**config.mk**
```make
export PLATFORM = sky130hd
export DESIGN_NAME = hp_slot_ctrl
export DESIGN_NICKNAME = d
export VERILOG_FILES = /design/src/rtl/hpc_pkg.sv /design/src/rtl/hpc_decode.sv /design/src/rtl/hpc_slot.sv /design/src/rtl/hp_slot_ctrl.sv
export SDC_FILE = /design/constraint.sdc
export NUM_CORES = 1
export LEC_CHECK = 0
export ABC_AREA = 1
export ABC_CLOCK_PERIOD_IN_PS = 2300
export CORE_ASPECT_RATIO = 1.25
export CORE_MARGIN = 5
export CORE_UTILIZATION = 40
export DETAILED_ROUTE_END_ITERATION = 16
export PLACE_DENSITY_LB_ADDON = 0.2
export SYNTH_ARGS = -nofsm -noshare
export SYNTH_HDL_FRONTEND = slang
export SYNTH_HIERARCHICAL = 1
export SYNTH_SLANG_ARGS = --single-unit
```
**constraint.sdc**
```tcl
create_clock -name clk -period 2.3 [get_ports clk]
set_clock_uncertainty 0.05 [all_clocks]
set_input_delay 0.69 -clock clk [delete_from_list [all_inputs] [get_ports clk]]
set_output_delay 0.69 -clock clk [all_outputs]
set_load 0.01 [all_outputs]
```
**src/rtl/hpc_pkg.sv**
```systemverilog
package hpc_pkg;
  typedef enum logic [1:0] {ST_KEEP = 2'd0, ST_PWRONLY = 2'd1, ST_ENABLED = 2'd2, ST_DISABLED = 2'd3} slot_st_e;
  typedef enum logic [1:0] {IND_KEEP = 2'd0, IND_ON = 2'd1, IND_BLINK = 2'd2, IND_OFF = 2'd3} ind_e;
  typedef enum logic [2:0] {OP_SLOT, OP_MODE, OP_PWR_ALL, OP_EN_ALL, OP_BAD} op_e;

  typedef struct packed {
    op_e        op;
    slot_st_e   st;
    ind_e       pwr;
    ind_e       attn;
    logic [2:0] mode;
  } cmd_fields_t;

  localparam int TGT_BITS = 5;
  localparam logic [1:0] SEL_CODE  = 2'd0;
  localparam logic [1:0] SEL_TGT   = 2'd1;
  localparam logic [1:0] SEL_INT   = 2'd2;
  localparam logic [1:0] SEL_EVCLR = 2'd3;
  localparam int DONE_CLR_BIT = 16;
endpackage

```
**src/rtl/hpc_decode.sv**
```systemverilog
module hpc_decode import hpc_pkg::*; (
  input  logic [7:0]  code,
  output cmd_fields_t fields
);
  always_comb begin
    fields.st   = slot_st_e'(code[1:0]);
    fields.pwr  = ind_e'(code[3:2]);
    fields.attn = ind_e'(code[5:4]);
    fields.mode = code[2:0];
    if (code[7:6] == 2'b00)          fields.op = OP_SLOT;
    else if (code[7:3] == 5'b01000)  fields.op = OP_MODE;
    else if (code == 8'h48)          fields.op = OP_PWR_ALL;
    else if (code == 8'h49)          fields.op = OP_EN_ALL;
    else                             fields.op = OP_BAD;
  end
endmodule

```
**src/rtl/hpc_slot.sv**
```systemverilog
module hpc_slot import hpc_pkg::*; (
  input  logic       clk,
  input  logic       rst_n,
  input  logic       occupied,
  input  logic       hit,
  input  logic       bulk_go,
  input  slot_st_e   bulk_st,
  input  slot_st_e   req_st,
  input  ind_e       req_pwr,
  input  ind_e       req_attn,
  input  logic       ev_clr,
  output slot_st_e   state,
  output ind_e       pwr,
  output ind_e       attn,
  output logic       latch_open,
  output logic [1:0] presence,
  output logic       ev_presence,
  output logic       ev_latch
);
  slot_st_e want_st, nxt_st;
  ind_e     want_pwr, want_attn, nxt_pwr, nxt_attn;
  logic     go, off_now, off_nxt, drop;

  always_comb begin
    want_st   = ST_KEEP;
    want_pwr  = IND_KEEP;
    want_attn = IND_KEEP;
    if (hit) begin
      want_st   = req_st;
      want_pwr  = req_pwr;
      want_attn = req_attn;
    end else if (bulk_go) begin
      if (latch_open) begin
        want_pwr = IND_OFF;
      end else begin
        want_st  = bulk_st;
        want_pwr = IND_ON;
      end
    end
    nxt_st   = (want_st   == ST_KEEP)  ? state : want_st;
    nxt_pwr  = (want_pwr  == IND_KEEP) ? pwr   : want_pwr;
    nxt_attn = (want_attn == IND_KEEP) ? attn  : want_attn;
    go       = hit || bulk_go;
    off_now  = (state == ST_DISABLED) && (pwr == IND_OFF);
    off_nxt  = (nxt_st == ST_DISABLED) && (nxt_pwr == IND_OFF);
    drop     = go && !off_now && off_nxt;
  end

  always_ff @(posedge clk) begin
    if (!rst_n) begin
      state       <= occupied ? ST_ENABLED : ST_DISABLED;
      pwr         <= occupied ? IND_ON : IND_OFF;
      attn        <= IND_OFF;
      latch_open  <= !occupied;
      presence    <= occupied ? 2'b00 : 2'b11;
      ev_presence <= 1'b0;
      ev_latch    <= 1'b0;
    end else begin
      if (go) begin
        state <= nxt_st;
        pwr   <= nxt_pwr;
        attn  <= nxt_attn;
      end
      if (ev_clr) begin
        ev_presence <= 1'b0;
        ev_latch    <= 1'b0;
      end
      if (drop) begin
        latch_open  <= 1'b1;
        presence    <= 2'b11;
        ev_presence <= 1'b1;
        ev_latch    <= 1'b1;
      end
    end
  end

  // without a command aimed at it, a slot keeps all three fields
  p_idle_hold_r2: assert property (@(posedge clk) disable iff (!rst_n)
    !(hit || bulk_go) |=> ($stable(state) && $stable(pwr) && $stable(attn)));

  // entering the off condition marks latch open, empty and both events
  p_off_entry_r11: assert property (@(posedge clk) disable iff (!rst_n)
    ((state == ST_DISABLED) && (pwr == IND_OFF) &&
     !($past(state) == ST_DISABLED && $past(pwr) == IND_OFF))
    |-> (latch_open && presence == 2'b11 && ev_presence && ev_latch));

  // single and bulk commands never reach a slot together
  p_one_source_r6: assert property (@(posedge clk) disable iff (!rst_n)
    !(hit && bulk_go));
endmodule

```
**src/rtl/hp_slot_ctrl.sv**
```systemverilog
module hp_slot_ctrl import hpc_pkg::*; #(
  parameter int NSLOTS = 4
) (
  input  logic                  clk,
  input  logic                  rst_n,
  input  logic                  reg_we,
  input  logic [1:0]            reg_sel,
  input  logic [31:0]           reg_wdata,
  input  logic [NSLOTS-1:0]     slot_occupied,
  output logic [3:0]            cmd_status,
  output logic                  cmd_detected,
  output logic [2*NSLOTS-1:0]   slot_state,
  output logic [2*NSLOTS-1:0]   slot_pwr_ind,
  output logic [2*NSLOTS-1:0]   slot_attn_ind,
  output logic [NSLOTS-1:0]     slot_latch_open,
  output logic [2*NSLOTS-1:0]   slot_presence,
  output logic [NSLOTS-1:0]     slot_ev_presence,
  output logic [NSLOTS-1:0]     slot_ev_latch
);
  logic [7:0]          code_q;
  logic [TGT_BITS-1:0] tgt_q;
  logic                pend;
  cmd_fields_t         f;
  slot_st_e            st_w [NSLOTS];
  ind_e                pw_w [NSLOTS];
  ind_e                at_w [NSLOTS];
  logic [NSLOTS-1:0]   en_vec;
  slot_st_e            cur_st, bulk_st;
  logic                tgt_ok, any_en, inv_cmd, inv_mode, single_go, bulk_go;
  logic                wdata_unused;

  assign wdata_unused = ^reg_wdata;

  hpc_decode u_dec (.code(code_q), .fields(f));

  always_ff @(posedge clk) begin
    if (!rst_n) begin
      code_q       <= '0;
      tgt_q        <= '0;
      pend         <= 1'b0;
      cmd_status   <= '0;
      cmd_detected <= 1'b0;
    end else begin
      pend <= reg_we && (reg_sel == SEL_CODE);
      if (reg_we && reg_sel == SEL_CODE) code_q <= reg_wdata[7:0];
      if (reg_we && reg_sel == SEL_TGT)  tgt_q  <= reg_wdata[TGT_BITS-1:0];
      if (pend) cmd_status <= {inv_mode, inv_cmd, 2'b00};
      if (pend) cmd_detected <= 1'b1;
      else if (reg_we && reg_sel == SEL_INT && reg_wdata[DONE_CLR_BIT]) cmd_detected <= 1'b0;
    end
  end

  always_comb begin
    cur_st = ST_KEEP;
    for (int i = 0; i < NSLOTS; i++)
      if (tgt_q == TGT_BITS'(i + 1)) cur_st = st_w[i];
    any_en = |en_vec;
    tgt_ok = (tgt_q != '0) && (int'(tgt_q) <= NSLOTS);
  end

  always_comb begin
    inv_cmd   = 1'b0;
    inv_mode  = 1'b0;
    single_go = 1'b0;
    bulk_go   = 1'b0;
    bulk_st   = (f.op == OP_EN_ALL) ? ST_ENABLED : ST_PWRONLY;
    if (pend) begin
      case (f.op)
        OP_SLOT:
          if (!tgt_ok || (cur_st == ST_ENABLED && f.st == ST_PWRONLY)) inv_cmd = 1'b1;
          else single_go = 1'b1;
        OP_MODE:
          if (f.mode != 3'd0) inv_mode = 1'b1;
        OP_PWR_ALL, OP_EN_ALL:
          if (any_en) inv_cmd = 1'b1;
          else bulk_go = 1'b1;
        default: inv_cmd = 1'b1;
      endcase
    end
  end

  for (genvar i = 0; i < NSLOTS; i++) begin : g_slot
    hpc_slot u_slot (
      .clk(clk), .rst_n(rst_n), .occupied(slot_occupied[i]),
      .hit(single_go && (tgt_q == TGT_BITS'(i + 1))),
      .bulk_go(bulk_go), .bulk_st(bulk_st),
      .req_st(f.st), .req_pwr(f.pwr), .req_attn(f.attn),
      .ev_clr(reg_we && (reg_sel == SEL_EVCLR) && reg_wdata[i]),
      .state(st_w[i]), .pwr(pw_w[i]), .attn(at_w[i]),
      .latch_open(slot_latch_open[i]), .presence(slot_presence[2*i +: 2]),
      .ev_presence(slot_ev_presence[i]), .ev_latch(slot_ev_latch[i])
    );
    assign en_vec[i]             = (st_w[i] == ST_ENABLED);
    assign slot_state[2*i +: 2]    = st_w[i];
    assign slot_pwr_ind[2*i +: 2]  = pw_w[i];
    assign slot_attn_ind[2*i +: 2] = at_w[i];
  end

  // status moves only on the cycle a pending command runs
  p_status_hold_r9: assert property (@(posedge clk) disable iff (!rst_n)
    !pend |=> $stable(cmd_status));

  // a running command always leaves the done flag set
  p_done_flag_r10: assert property (@(posedge clk) disable iff (!rst_n)
    pend |=> cmd_detected);

  // a rejected command leaves every slot field untouched
  p_reject_frozen_r3: assert property (@(posedge clk) disable iff (!rst_n)
    (pend && inv_cmd) |=> ($stable(slot_state) && $stable(slot_pwr_ind) && $stable(slot_attn_ind)));

  // a command runs exactly one cycle after its code write
  p_start_delay_r14: assert property (@(posedge clk) disable iff (!rst_n)
    (reg_we && reg_sel == SEL_CODE) |=> pend);
endmodule

```
Word-level counts from Yosys, hierarchy flattened
Index checks and enable logic that the tools add are counted.
Word-level totals
  output and inout bits: 49
  memory bits (writable): 0
  input port bits: 41
  bits in latches: 0
  memories kept: 0
  logic and storage cells: 260
  bits in read-only memories: 0
  flip-flop bits (word level): 57
Cells by class
  eq/ne operators: 43
  multiplexer cells: 110
  bitwise logic cells: 4
  $lt $le $gt $ge: 1
  shift operators: 0
  multipliers: 0
  $add $sub $neg: 0
  div/mod/pow operators: 0
  reduce and logical (&&, ||, !) cells: 73
Operators by type and width (number)
  2-bit two-way mux: 73
  2-bit equality test (second input constant): 23
  1-bit two-way mux: 32
  1-bit logical AND: 31
  2-bit logical NOT: 14
  8-bit by 7-bit equality test with 1-bit output (second input constant): 2
  2-bit by 1-bit != test with 1-bit output (second input constant): 8
  3-bit two-way mux: 4
  5-bit by 2-bit equality test with 1-bit output (second input constant): 2
  2-bit nonzero test: 5
  1-bit logical NOT: 9
  2-bit AND reduction: 4
  3-bit by 2-bit equality test with 1-bit output (second input constant): 2
  5-bit by 1-bit equality test with 1-bit output (second input constant): 1
  5-bit by 3-bit equality test with 1-bit output (second input constant): 1
  5-bit by 4-bit equality test with 1-bit output (second input constant): 1
  5-bit by 3-bit less-or-equal comparator with 1-bit output (second input constant): 1
  1-bit logical OR: 5
  5-bit nonzero test: 1
  2-bit by 1-bit equality test with 1-bit output (second input constant): 2
  1-bit NOT: 4
  4-bit OR reduction: 1
  3-bit by 1-bit equality test with 1-bit output (second input constant): 1
  3-bit logical NOT: 1
  other kinds (3): 3

Logic depth before layout (Yosys ltp)
  depth after elaboration: 20
  gate-level depth with buffers: 20
  depth with buffers taken out: 19

Cells and area by module
Netlist, hierarchy kept.
By module, submodules not included
  hpc_slot: cells an instance 75, instances 4, area an instance 533.0 µm², seq. area each 210.2 µm²
  hp_slot_ctrl: cells an instance 131, instances 1, area an instance 890.9 µm², seq. area each 340.3 µm²
  hpc_decode: cells an instance 24, instances 1, area an instance 155.1 µm², seq. area each 0.0 µm²

Worst setup path before layout
OpenSTA, ideal clock, no wires.
  path kind: register to register
  from: register code_q[6]
  to: register g_slot[0].u_slot.presence[0] (enable)
  slack: -95 ps
  setup time: 310 ps
  clock period less this slack: 2395 ps
  path buffers: 0
  cell stages (with the launch flop): 15
  arrival time: 2035 ps
  required time: 1940 ps
  path through: dfxtp_1 inv_1 nor2_2 nand2_2 nor2_4 nor2_1 inv_1 nand3_1 nor2_1 inv_2 nor2_2 a21oi_1 nand2_1 nand2_1 o21ai_0
RTL lines
  start: declaration: line hp_slot_ctrl.sv:20  | logic [7:0] code_q;
  start signal: assignment: line hp_slot_ctrl.sv:45  | if (reg_we && reg_sel == SEL_CODE) code_q <= reg_wdata[7:0];
  end signal: assignment: line hpc_slot.sv:55  | presence <= occupied ? 2'b00 : 2'b11;
  end: declaration: line hpc_slot.sv:16  | output logic [1:0] presence,

Final worst setup path
  from: register tgt_q[2]
  to: register g_slot[2].u_slot.presence[0] (enable)
On the way
  longest elaborated chain between the ends: 19
  elaborated cells between the ends (all ways): 32
  those cells by class: 1 x order compare; 8 x eq/ne; 11 x mux; 12 x reduce/logical
Ends and longest elaborated chain
  start: declaration: line hp_slot_ctrl.sv:21  | logic [TGT_BITS-1:0] tgt_q;
  start signal: assignment: line hp_slot_ctrl.sv:46  | if (reg_we && reg_sel == SEL_TGT) tgt_q <= reg_wdata[TGT_BITS-1:0];
  5-bit by 1-bit equality test with 1-bit output: line hp_slot_ctrl.sv:56  | if (tgt_q == TGT_BITS'(i + 1)) cur_st = st_w[i];
  2-bit two-way mux (4 in a row): line hp_slot_ctrl.sv:56
  2-bit equality test: line hp_slot_ctrl.sv:70  | if (!tgt_ok || (cur_st == ST_ENABLED && f.st == ST_PWRONLY)) inv_cmd = 1'b1;
  1-bit logical AND: line hp_slot_ctrl.sv:70
  1-bit logical OR: line hp_slot_ctrl.sv:70
  1-bit two-way mux: line hp_slot_ctrl.sv:70
  1-bit two-way mux: line hp_slot_ctrl.sv:68  | case (f.op)
  1-bit two-way mux: line hp_slot_ctrl.sv:67  | if (pend) begin
  1-bit logical AND *: line hp_slot_ctrl.sv:85  | .hit(single_go && (tgt_q == TGT_BITS'(i + 1))),
  2-bit two-way mux: line hpc_slot.sv:28  | if (hit) begin
  2-bit logical NOT, on equally long branches: line hpc_slot.sv:40, hpc_slot.sv:41
  2-bit two-way mux, on equally long branches: line hpc_slot.sv:40, hpc_slot.sv:41
  2-bit equality test: line hpc_slot.sv:45  | off_nxt = (nxt_st == ST_DISABLED) && (nxt_pwr == IND_OFF);
  1-bit logical AND: line hpc_slot.sv:45
  1-bit logical AND *: line hpc_slot.sv:46  | drop = go && !off_now && off_nxt;
  2-bit by 1-bit != test with 1-bit output (no source line) *
  end signal: assignment: line hpc_slot.sv:55
  end: declaration: line hpc_slot.sv:16
Mark *: on every way between the ends. The rest lies on a longest branch, timed or not.
A chain may end at the register's enable or synchronous reset.

==> results_dict.tcl <==
set metrics [dict create \
    nets 592 \
    io_pins 90 \
    dp_hpwl_um 6129 \
    async_reset_ff_frac 0 \
    viasPerCell 4.779 \
    clk-insertion-delay-late_ps 300 \
    grt_pass1_wl_um 12960 \
    cts_buffers 5 \
    first_iter_violations 143 \
    max_cap_viol_count 0 \
    syn_area_sq_um 3178 \
    p_leak_nw 1.995 \
    worst_pin_slew_ps 530.3 \
    grt_max_degree 57 \
    drt_pass1_iterations 4 \
    wire_per_inst_um 12.72 \
    drc 0 \
    ys_types 32 \
    ant_nets 0 \
    power.switching_uw 477.9 \
    timing.hold.ws_ps 421.5 \
    critPathLaunchType "flip-flop" \
    ys_seq_area_frac 0.3717 \
    status "finished with violations" \
    htree_num_levels 2 \
    internal-power_mw 1.302 \
    chipHeight_um 109.7 \
    synth_ff_type "dfxtp_1" \
    antenna_found_initial 0 \
    wl_um 8231 \
    synth_enable_flop_cells 20 \
    violations "setup timing" \
    syn_to_final_growth_pct 42.72 \
    drive_gt1_frac 0.3116 \
    totalPowerFinal_mw 1.779 \
    die_area_sq_um 9839 \
    fp.dieW_um 89.73 \
    final.setup.worst_slack_ps -80.96 \
    p_clk_frac 0.279 \
    min_path_type "reg2reg" \
    clock_path_buffers 2 \
    ys_warn_count 6 \
    yosysTopAreaCellShare 0.1890 \
    synth_area_leaders "edfxtp_1 (19%), dfxtp_1 (18%), nand2_1 (13%), inv_1 (7.0%), nor2_1 (6.7%)" \
    grt_setup_unrepaired "true" \
    syn_inst 455 \
    vias 3092 \
    post-synth-top-area-cell "edfxtp_1" \
    clockRootBuffer "clkbuf_8" \
    numPortBuffers 64 \
    stdcell_area_sq_um 4536 \
    synthTopCellsByCount "nand2_1 (114), inv_1 (59), nor2_1 (57)" \
    initial_core_util 0.4078 \
    cp-end-kind "flip-flop" \
    gp_congestion 0.8402 \
    track_usage 0.1597 \
    fin_setup_tns_ps -324.4 \
    slew_headroom 0.6420 \
    worstPathRequired_ps 2270 \
    powerDensity_nw_per_um2 392.3 \
    synth_most_common_cell "nand2_1" \
    finalCritPeriodShare 1.035 \
    placed_area_sq_um 4085 \
    period_needed_ps 2381 \
    cts_tree "yes" \
    vdd_drop_max_uv 269.4 \
    syn_area_per_cell_sq_um 6.985 \
    share_comb_of_total_power 0.181 \
    synth_seq_cells 49 \
    clk_pin_slew_worst_paths_ps 90 \
    final_max_slew_viol_count 0 \
    first_global_vias 2946 \
    core.rowCount 36 \
    switching_share 0.2686 \
    fmax_mhz 420.0 \
    arrival_ps 2350 \
    cts.sinks 49 \
    crit_fanout 5 \
    diodes 0 \
    grt-ovfl-total 0 \
    crit_type "reg2reg" \
    hold_viol_final 0 \
    seqPwrFrac 0.541 \
    setup_viol 7 \
    fillerInstances 744 \
    design.core.area_sq_um 7792 \
]
power groups by stage:
stage	Sequential [mW]	Combinational, mW	Clock [mW]
final	0.962	0.321	0.496
after global routing	0.966	0.351	0.546
after CTS	0.960	0.295	0.517
after detailed placement	0.979	0.288	0
after global placement	0.978	0.284	0
after floorplan	0.984	0.150	0
path summary, 6_finish.rpt:
path	startpoint	end	slack (ps)	depth (start not counted)
max	tgt_q[2]	g_slot[2].u_slot/presence[0]	-80	16
min	g_slot[3].u_slot/attn[1]	g_slot[3].u_slot/attn[1]	420	2
max reg2reg	tgt_q[2]	g_slot[2].u_slot/presence[0]	-80	16
min reg2reg	g_slot[3].u_slot/attn[1]	g_slot[3].u_slot/attn[1]	420	2
what timing repair did:
action	4_1_cts	5_1_grt
pin swaps	4	40
gates cloned	1	1
setup endpoints to repair	7	33
hold buffers	0	0
resized for setup	14	80
buffers inserted	2	6
metal layers:
metal	part of all wire	vias to the layer above	track usage	wire length [um]
li1	-	1603	-	-
met1	0.39	1409	0.1759	3191
met4	0.017	0	0.05508	144
met3	0.035	15	0.01916	285
met5	0	-	0	0
met2	0.56	65	0.3138	4609
kinds of logic (layout without fill, tap and decap cells):
| group | Yosys count | after routing | share of synthesized area |
|---|---|---|---|
| other | 1 | 2 | 0.001180 |
| and+or+nand+nor | 262 | 262 | 0.3925 |
| DFF | 49 | 49 | 0.3717 |
| AOI/OAI and AO/OA | 43 | 43 | 0.07638 |
| buffers and inverters | 100 | 196 | 0.1583 |
flip-flops by register name, summed over array words and instances, names as in the netlist:
register	flops
cmd_status	2
g_slot.u_slot/pwr	8
g_slot.u_slot/state	8
tgt_q	5
g_slot.u_slot/attn	8
g_slot.u_slot/presence	4
cmd_detected	1
pend	1
g_slot.u_slot/ev_latch	4
code_q	8
stage by stage:
stage               setup slack, ps  utilization  instances
CTS                          -15.76       0.5403        640
finish                       -80.96       0.5820        647
floorplan                     22.97            -        456
global placement             -62.27       0.5242        629
global route                 -233.4       0.5820        647
detailed placement           -114.0       0.5242        629
cells in the final DEF (no fill, tap or decap), types with 18 or more instances in the layout:
master and n:
inv_1 54, nand2_2 29, edfxtp_1 20, nor2_4 18, clkdlybuf4s50_1 64, dfxtp_1 26
nand3_1 35, buf_4 45, nand2_1 93, nor2_1 43
cell type report:
cell class	count	area, sq um	area share
clock inverters	1	3.754	0.0008276
repair buffers	121	1131	0.2494
well taps	95	118.9	0.02621
clock buffers	7	76.32	0.01683
flip-flops and latches	49	1185	0.2612
inverters	67	261.5	0.05766
multi-input cells	307	1759	0.3879
critical path, stage by stage (launching register included):
cell and delay, ps:
dfxtp_1 350, nor2_4 160, nand3_2 120, nor2_1 120, nor2_1 50, nand2_1 60
nand2_1 70, nand2_2 100, nand4_4 170, nor2_4 200, buf_6 150, inv_4 50
nand2_4 50, inv_1 70, nor2_4 120, nand3_4 90, o21ai_2 110
Power figures use the tool's default switching activity.
